`src/rtl/pls_pkg.sv`:
```
package pls_pkg;
  typedef enum logic [1:0] {
    OP_ADDR = 2'd0,
    OP_POST = 2'd1,
    OP_READ = 2'd2
  } acc_op_t;

  typedef enum logic [1:0] {
    RES_OK     = 2'd0,
    RES_ACCESS = 2'd1,
    RES_LOCK   = 2'd2
  } result_t;

  typedef enum logic [2:0] {
    S_IDLE,
    S_RST_ADDR,
    S_RST_WR,
    S_WAIT,
    S_POLL_ADDR,
    S_POLL_RD
  } seq_state_t;

  // Value loaded into the delay counter so that the wait lasts max(d,1) cycles
  function automatic logic [31:0] wait_load(input logic [31:0] d);
    return (d == 32'd0) ? 32'd0 : d - 32'd1;
  endfunction
endpackage

```
`src/rtl/pls_delay_timer.sv`:
```
module pls_delay_timer #(
  parameter int DLY_W = 16
) (
  input  logic             clk,
  input  logic             rst_n,
  input  logic             load_i,
  input  logic [DLY_W-1:0] dly_i,
  input  logic             tick_i,
  output logic             expired_o
);
  import pls_pkg::*;

  logic [DLY_W-1:0] cnt_q;

  always_ff @(posedge clk or negedge rst_n) begin
    if (!rst_n) begin
      cnt_q <= '0;
    end else if (load_i) begin
      cnt_q <= DLY_W'(wait_load(32'(dly_i)));
    end else if (tick_i && cnt_q != '0) begin
      cnt_q <= cnt_q - 1'b1;
    end
  end

  assign expired_o = (cnt_q == '0);

  // a running countdown only ever steps down by one
  a_r4_countdown_step: assert property (@(posedge clk) disable iff (!rst_n)
    (!load_i && tick_i && !expired_o) |=> (cnt_q < $past(cnt_q)));
endmodule

```
`src/rtl/pls_poll_ctr.sv`:
```
module pls_poll_ctr #(
  parameter int MAX_POLLS = 10,
  localparam int PW = $clog2(MAX_POLLS + 1)
) (
  input  logic          clk,
  input  logic          rst_n,
  input  logic          clr_i,
  input  logic          inc_i,
  output logic [PW-1:0] cnt_o,
  output logic          last_o
);
  always_ff @(posedge clk or negedge rst_n) begin
    if (!rst_n) begin
      cnt_o <= '0;
    end else if (clr_i) begin
      cnt_o <= '0;
    end else if (inc_i && cnt_o != PW'(MAX_POLLS)) begin
      cnt_o <= cnt_o + 1'b1;
    end
  end

  assign last_o = (cnt_o == PW'(MAX_POLLS - 1));

  // the number of failed polls never passes the budget
  a_r7_poll_bound: assert property (@(posedge clk) disable iff (!rst_n)
    cnt_o <= PW'(MAX_POLLS));
endmodule

```
`src/rtl/pls_fsm.sv`:
```
module pls_fsm #(
  parameter int          DW       = 16,
  parameter logic [15:0] RST_REG  = 16'h7F3F,
  parameter logic [15:0] RST_VAL  = 16'h0001,
  parameter logic [15:0] STAT_REG = 16'h2003
) (
  input  logic          clk,
  input  logic          rst_n,
  input  logic          start_i,
  input  logic          lock_i,
  input  logic          acc_done_i,
  input  logic          acc_fail_i,
  input  logic          expired_i,
  input  logic          last_i,
  output logic          load_o,
  output logic          tick_o,
  output logic          clr_o,
  output logic          inc_o,
  output logic          acc_req_o,
  output logic [1:0]    acc_op_o,
  output logic [DW-1:0] acc_wdata_o,
  output logic          busy_o,
  output logic          done_o,
  output logic [1:0]    err_o
);
  import pls_pkg::*;

  seq_state_t state_q, state_d;
  logic       fin;
  result_t    fin_code;
  result_t    err_q;
  logic       accept;

  assign accept = (state_q == S_IDLE) && start_i;

  always_comb begin
    state_d     = state_q;
    fin         = 1'b0;
    fin_code    = RES_OK;
    load_o      = 1'b0;
    tick_o      = 1'b0;
    clr_o       = 1'b0;
    inc_o       = 1'b0;
    acc_req_o   = 1'b0;
    acc_op_o    = OP_ADDR;
    acc_wdata_o = '0;
    unique case (state_q)
      S_IDLE: begin
        if (start_i) begin
          state_d = S_RST_ADDR;
          clr_o   = 1'b1;
        end
      end
      S_RST_ADDR: begin
        acc_req_o   = 1'b1;
        acc_wdata_o = DW'(RST_REG);
        if (acc_done_i) begin
          if (acc_fail_i) begin
            fin = 1'b1; fin_code = RES_ACCESS; state_d = S_IDLE;
          end else begin
            state_d = S_RST_WR;
          end
        end
      end
      S_RST_WR: begin
        acc_req_o   = 1'b1;
        acc_op_o    = OP_POST;
        acc_wdata_o = DW'(RST_VAL);
        load_o      = 1'b1;
        state_d     = S_WAIT;
      end
      S_WAIT: begin
        if (expired_i) state_d = S_POLL_ADDR;
        else           tick_o  = 1'b1;
      end
      S_POLL_ADDR: begin
        acc_req_o   = 1'b1;
        acc_wdata_o = DW'(STAT_REG);
        if (acc_done_i) begin
          if (acc_fail_i) begin
            fin = 1'b1; fin_code = RES_ACCESS; state_d = S_IDLE;
          end else begin
            state_d = S_POLL_RD;
          end
        end
      end
      S_POLL_RD: begin
        acc_req_o = 1'b1;
        acc_op_o  = OP_READ;
        if (acc_done_i) begin
          if (acc_fail_i) begin
            fin = 1'b1; fin_code = RES_ACCESS; state_d = S_IDLE;
          end else if (lock_i) begin
            fin = 1'b1; fin_code = RES_OK; state_d = S_IDLE;
          end else begin
            inc_o = 1'b1;
            if (last_i) begin
              fin = 1'b1; fin_code = RES_LOCK; state_d = S_IDLE;
            end else begin
              load_o  = 1'b1;
              state_d = S_WAIT;
            end
          end
        end
      end
      default: state_d = S_IDLE;
    endcase
  end

  always_ff @(posedge clk or negedge rst_n) begin
    if (!rst_n) begin
      state_q <= S_IDLE;
      done_o  <= 1'b0;
      err_q   <= RES_OK;
    end else begin
      state_q <= state_d;
      done_o  <= fin;
      if (accept)   err_q <= RES_OK;
      else if (fin) err_q <= fin_code;
    end
  end

  assign busy_o = (state_q != S_IDLE);
  assign err_o  = err_q;

  // completion pulse marks the first idle cycle
  a_r9_done_at_fall: assert property (@(posedge clk) disable iff (!rst_n)
    done_o |-> (!busy_o && $past(busy_o)));
  // result code is stable while idle without a start
  a_r9_err_sticky: assert property (@(posedge clk) disable iff (!rst_n)
    (!busy_o && !start_i && !done_o) |=> $stable(err_o));
  // posted reset write lasts one cycle
  a_r3_post_single: assert property (@(posedge clk) disable iff (!rst_n)
    (acc_req_o && acc_op_o == OP_POST) |=> !(acc_req_o && acc_op_o == OP_POST));
  // an acknowledged request is held stable until its completion
  a_r2_req_hold: assert property (@(posedge clk) disable iff (!rst_n)
    (acc_req_o && acc_op_o != OP_POST && !acc_done_i) |=>
      (acc_req_o && $stable(acc_op_o) && $stable(acc_wdata_o)));
  // a failed completion ends the run on the next cycle
  a_r8_fail_aborts: assert property (@(posedge clk) disable iff (!rst_n)
    (acc_req_o && acc_op_o != OP_POST && acc_done_i && acc_fail_i) |=>
      (done_o && err_o == RES_ACCESS && !acc_req_o));
  // the wait state is left only once the timer has expired
  a_r4_no_early_poll: assert property (@(posedge clk) disable iff (!rst_n)
    (state_q == S_WAIT && !expired_i) |=> (state_q == S_WAIT));
  // start is not accepted while busy
  a_r10_no_restart: assert property (@(posedge clk) disable iff (!rst_n)
    (busy_o && start_i && state_q != S_POLL_RD && state_q != S_RST_ADDR
     && state_q != S_POLL_ADDR) |=> busy_o);
endmodule

```
`src/rtl/phy_lock_seq.sv`:
```
module phy_lock_seq #(
  parameter int          DW        = 16,
  parameter int          DLY_W     = 16,
  parameter int          MAX_POLLS = 10,
  parameter int          LOCK_BIT  = 1,
  parameter logic [15:0] RST_REG   = 16'h7F3F,
  parameter logic [15:0] RST_VAL   = 16'h0001,
  parameter logic [15:0] STAT_REG  = 16'h2003,
  localparam int         PW        = $clog2(MAX_POLLS + 1)
) (
  input  logic             clk,
  input  logic             rst_n,
  input  logic             start_i,
  input  logic [DLY_W-1:0] poll_delay_i,
  output logic             busy_o,
  output logic             done_o,
  output logic [1:0]       err_o,
  output logic             acc_req_o,
  output logic [1:0]       acc_op_o,
  output logic [DW-1:0]    acc_wdata_o,
  input  logic             acc_done_i,
  input  logic             acc_fail_i,
  input  logic [DW-1:0]    acc_rdata_i
);
  import pls_pkg::*;

  logic          tmr_load, tmr_tick, tmr_expired;
  logic          poll_clr, poll_inc, poll_last;
  logic [PW-1:0] poll_cnt;
  logic          lock_seen;

  assign lock_seen = acc_rdata_i[LOCK_BIT];

  pls_delay_timer #(.DLY_W(DLY_W)) u_timer (
    .clk(clk), .rst_n(rst_n), .load_i(tmr_load), .dly_i(poll_delay_i),
    .tick_i(tmr_tick), .expired_o(tmr_expired)
  );

  pls_poll_ctr #(.MAX_POLLS(MAX_POLLS)) u_polls (
    .clk(clk), .rst_n(rst_n), .clr_i(poll_clr), .inc_i(poll_inc),
    .cnt_o(poll_cnt), .last_o(poll_last)
  );

  pls_fsm #(
    .DW(DW), .RST_REG(RST_REG), .RST_VAL(RST_VAL), .STAT_REG(STAT_REG)
  ) u_fsm (
    .clk(clk), .rst_n(rst_n), .start_i(start_i), .lock_i(lock_seen),
    .acc_done_i(acc_done_i), .acc_fail_i(acc_fail_i),
    .expired_i(tmr_expired), .last_i(poll_last),
    .load_o(tmr_load), .tick_o(tmr_tick), .clr_o(poll_clr), .inc_o(poll_inc),
    .acc_req_o(acc_req_o), .acc_op_o(acc_op_o), .acc_wdata_o(acc_wdata_o),
    .busy_o(busy_o), .done_o(done_o), .err_o(err_o)
  );

  // a lock timeout is reported only once the whole budget is spent
  a_r7_timeout_full: assert property (@(posedge clk) disable iff (!rst_n)
    (done_o && err_o == RES_LOCK) |-> (poll_cnt == PW'(MAX_POLLS)));
  // success is reported only with polls left in the budget
  a_r6_ok_in_budget: assert property (@(posedge clk) disable iff (!rst_n)
    (done_o && err_o == RES_OK) |-> (poll_cnt < PW'(MAX_POLLS)));
endmodule

```
`config.mk`:
```
export PLATFORM = sky130hd
export DESIGN_NAME = phy_lock_seq
export DESIGN_NICKNAME = d
export VERILOG_FILES = /design/src/rtl/pls_pkg.sv /design/src/rtl/pls_delay_timer.sv /design/src/rtl/pls_poll_ctr.sv /design/src/rtl/pls_fsm.sv /design/src/rtl/phy_lock_seq.sv
export SDC_FILE = /design/constraint.sdc
export NUM_CORES = 1
export LEC_CHECK = 0
export BUFFER_PORTS_ARGS = -buffer_cell sky130_fd_sc_hd__buf_2
export CAP_MARGIN = 30
export CORE_ASPECT_RATIO = 0.5
export CORE_UTILIZATION = 52
export DETAILED_ROUTE_END_ITERATION = 8
export PLACE_DENSITY_LB_ADDON = 0.3
export RECOVER_POWER = 50
export SYNTH_ARGS = -nofsm -noshare
export SYNTH_HDL_FRONTEND = slang
export SYNTH_SLANG_ARGS = --single-unit
```
`constraint.sdc`:
```
create_clock -name clk -period 3.1 [get_ports clk]
set_input_delay 0.62 -clock clk [delete_from_list [all_inputs] [get_ports clk]]
set_output_delay 0.62 -clock clk [all_outputs]
set_load 0.03 [all_outputs]
```
==> flow_metrics.env <==
export IMPL_timing_final_crit_share=0.775
export IMPL_detailedRoute_firstPassIterationCount=4
export IMPL_synth_ff_type="sky130_fd_sc_hd__dfrtp_1"
export IMPL_via_per_inst=5.66
export IMPL_cts_made_buffers=3
export IMPL_cts_root_buf="sky130_fd_sc_hd__clkbuf_8"
export IMPL_leak_pwr_nw=0.964
export IMPL_max_freq_mhz=416
export IMPL_setup_violations=0
export IMPL_port_buffer_count=41
export IMPL_hpwl_um=3090
export IMPL_num_nets_final=303
export IMPL_outcome="complete, no violations"
export IMPL_fin_hold_viols=0
export IMPL_die_h_um=46.5
export IMPL_final_core_util=0.621
export IMPL_grt_setup_unrepaired="no"
export IMPL_drtIter0Drc=78
export IMPL_cts_hold_buffers=0
export IMPL_clock_transition_at_the_registers_of_the_reported_paths_ps=90
export IMPL_final_cells=309
export IMPL_power_per_cell_area_nw_per_um2=923
export IMPL_tightestPinTransition_ps=1360
export IMPL_mostFrequentLayoutCells="sky130_fd_sc_hd__buf_2, sky130_fd_sc_hd__dfrtp_1, sky130_fd_sc_hd__nor2_1"
export IMPL_totalNegativeSetupSlack_ps=0
export IMPL_layout_drive_gt1_share=0.236
export IMPL_critPathTopFamily="simple AND/OR/NAND/NOR gates"
export IMPL_critPathMaxStageDelay_ps=630
export IMPL_intPower_mw=1.01
export IMPL_synth_edff_count=0
export IMPL_mappedNetlistArea_um2=2060
export IMPL_initial_utilization=0.571
export IMPL_max_clock_path_buffers=2
export IMPL_final_wtd_congestion=0.821
export IMPL_ant_nets=0
export IMPL_drc=0
export IMPL_timing_critical_path_cells="nor3b_1 -> buf_2"
export IMPL_placement_rows=15
export IMPL_largest_net_degree_at_the_start_of_global_routing=27
export IMPL_insertedDiodeCount=0
export IMPL_postSynthRegisterBits=26
export IMPL_cp_required_ps=2480
export IMPL_slew_limit_headroom=0.0960
export IMPL_grt_usage=0.207
export IMPL_floorplan_die_area_um2=4230
export IMPL_die_w_um=91.0
export IMPL_wirelength_um=4060
export IMPL_synthDistinctLibCells=53
export IMPL_syn_mean_instance_area_um2=8.99
export IMPL_htree_levels=1
export IMPL_arrival_ps=1780
export IMPL_area_growth_synth_to_final_pct=8.69
export IMPL_ys_seq_area_frac=0.316
export IMPL_grt_pass1_wl_um=6770
export IMPL_core_area_um2=3600
export IMPL_worstSetupPathType="register to output pin"
export IMPL_pwr_share_clk=0.092
export IMPL_async_set_reset_flop_share_out_of_synthesis=1.00
export IMPL_clk_insertion_delay_late_ps=270
export IMPL_power_switching_mw=1.06
export IMPL_final_design_area_no_fill_um2=2240
export IMPL_slew_violations=0
export IMPL_endpoint_kind="output pin"
export IMPL_drv_cap=0
export IMPL_layout_commonest_cell="sky130_fd_sc_hd__buf_2"
export IMPL_class_of_the_worst_hold_path="register to register"
export IMPL_synthesis_instances=229
export IMPL_synth_yosys_warnings=0
export IMPL_worstPathMaxFanout=12
export IMPL_io_pins=60
export IMPL_p_comb_frac=0.595
export IMPL_seq_power_share=0.313
export IMPL_postCtsSetupBuffers=0
export IMPL_grt_pass1_vias=1449
export IMPL_finalWorstPathRequiredPeriod_ps=2400
export IMPL_p_sw_frac=0.512
export IMPL_post_cts_resize_count=0
export IMPL_tritoncts_clock_tree="built"
export IMPL_critPathBufInv=1
export IMPL_antenna_violations_before_repair=0
export IMPL_dp_cells=306
export IMPL_timing_hold_ws_ps=545
export IMPL_worst_ir_drop_vdd_mv=0.330
export IMPL_num_vias=1748
export IMPL_skew_ps=5.70
export IMPL_startpoint_type="register"
export IMPL_wl_per_cell_um=13.1
export IMPL_crit_path_top_delay_cell="sky130_fd_sc_hd__nor3b_1"
export IMPL_clock_sinks=26
export IMPL_grt_overflow_total=0
export IMPL_placed_cell_area_um2=2200
## final timing paths
path | from | to | slack [ps] | cells after the start
worst max-delay path | u_fsm.state_q[0] | acc_wdata_o[4] | 700 | 2
worst min-delay path | u_fsm.err_o[0] | u_fsm.err_o[0] | 550 | 2
worst max register to register | u_timer.cnt_q[12] | u_timer.cnt_q[3] | 770 | 6
worst min register to register | u_fsm.err_o[0] | u_fsm.err_o[0] | 550 | 2
max in group asynchronous | rst_n | u_timer.cnt_q[1] | 1660 | 1
min in group asynchronous | rst_n | u_timer.cnt_q[5] | 640 | 1
## routing by layer
layer  share of wire  vias to the layer above  track usage  wire [µm]
met4          0.0047                        0       0.0317         19
met5               0                        -            0          0
li1                -                      865            -          -
met3           0.051                        2       0.0413        207
met1            0.52                      819        0.300       2120
met2            0.42                       62        0.330       1710
## cell families after synthesis
group,after synthesis,synth area share
compound gates,36,0.129
xor+xnor,27,0.115
fa+ha+maj,6,0.0365
buf+inv,32,0.101
flops,26,0.316
mux,6,0.0298
other cells,1,0.00182
simple gates,95,0.271
## power groups by stage
stage                     registers (mW)  logic [mW]  clock network [mW]
after detailed placement           0.647        1.23                   0
final                              0.646        1.23               0.190
after floorplan                    0.605        1.14                   0
after global routing               0.671        1.33               0.208
after CTS                          0.642        1.23               0.194
after global placement             0.640        1.21                   0
## metrics by stage
stage | worst slack, ps | power, mW
2_1_floorplan | 381 | 1.74
3_3_place_gp | 515 | 1.85
3_5_place_dp | 510 | 1.88
4_1_cts | 666 | 2.07
5_1_grt | 490 | 2.21
6_report | 699 | 2.06
## registers in the layout, indices dropped and copies added, names as in the netlist
name and count:
u_fsm.done_o 1, u_fsm.err_o 2, u_fsm.state_q 3, u_polls.cnt_o 4, u_timer.cnt_q 16
## synthesized netlist by cell type, drive strengths merged, types with 6 or more instances
cell type  number  area (µm²)
dfrtp          26         651
nor2           24        90.1
xnor2          22         193
buf            15         114
inv            12        45.0
nor3           12        60.1
o22ai          11        68.8
nand2           9        33.8
nor4            9        86.3
nand3           7        35.0
ha              6        75.1
## worst min-delay path: stages (launching register included)
cell                      delay, ps
sky130_fd_sc_hd__dfrtp_1        360
sky130_fd_sc_hd__a22oi_1         70
sky130_fd_sc_hd__nor2_1          80
## cell type report
cell class	count	area, µm²
clock buffer	3	41.3
fill	340	1370
inverter	12	45.0
multi-input combinational	173	1210
sequential	26	651
tap	51	63.8
timing repair buffer	44	221
No activity file was read; power rests on OpenSTA's default activity.
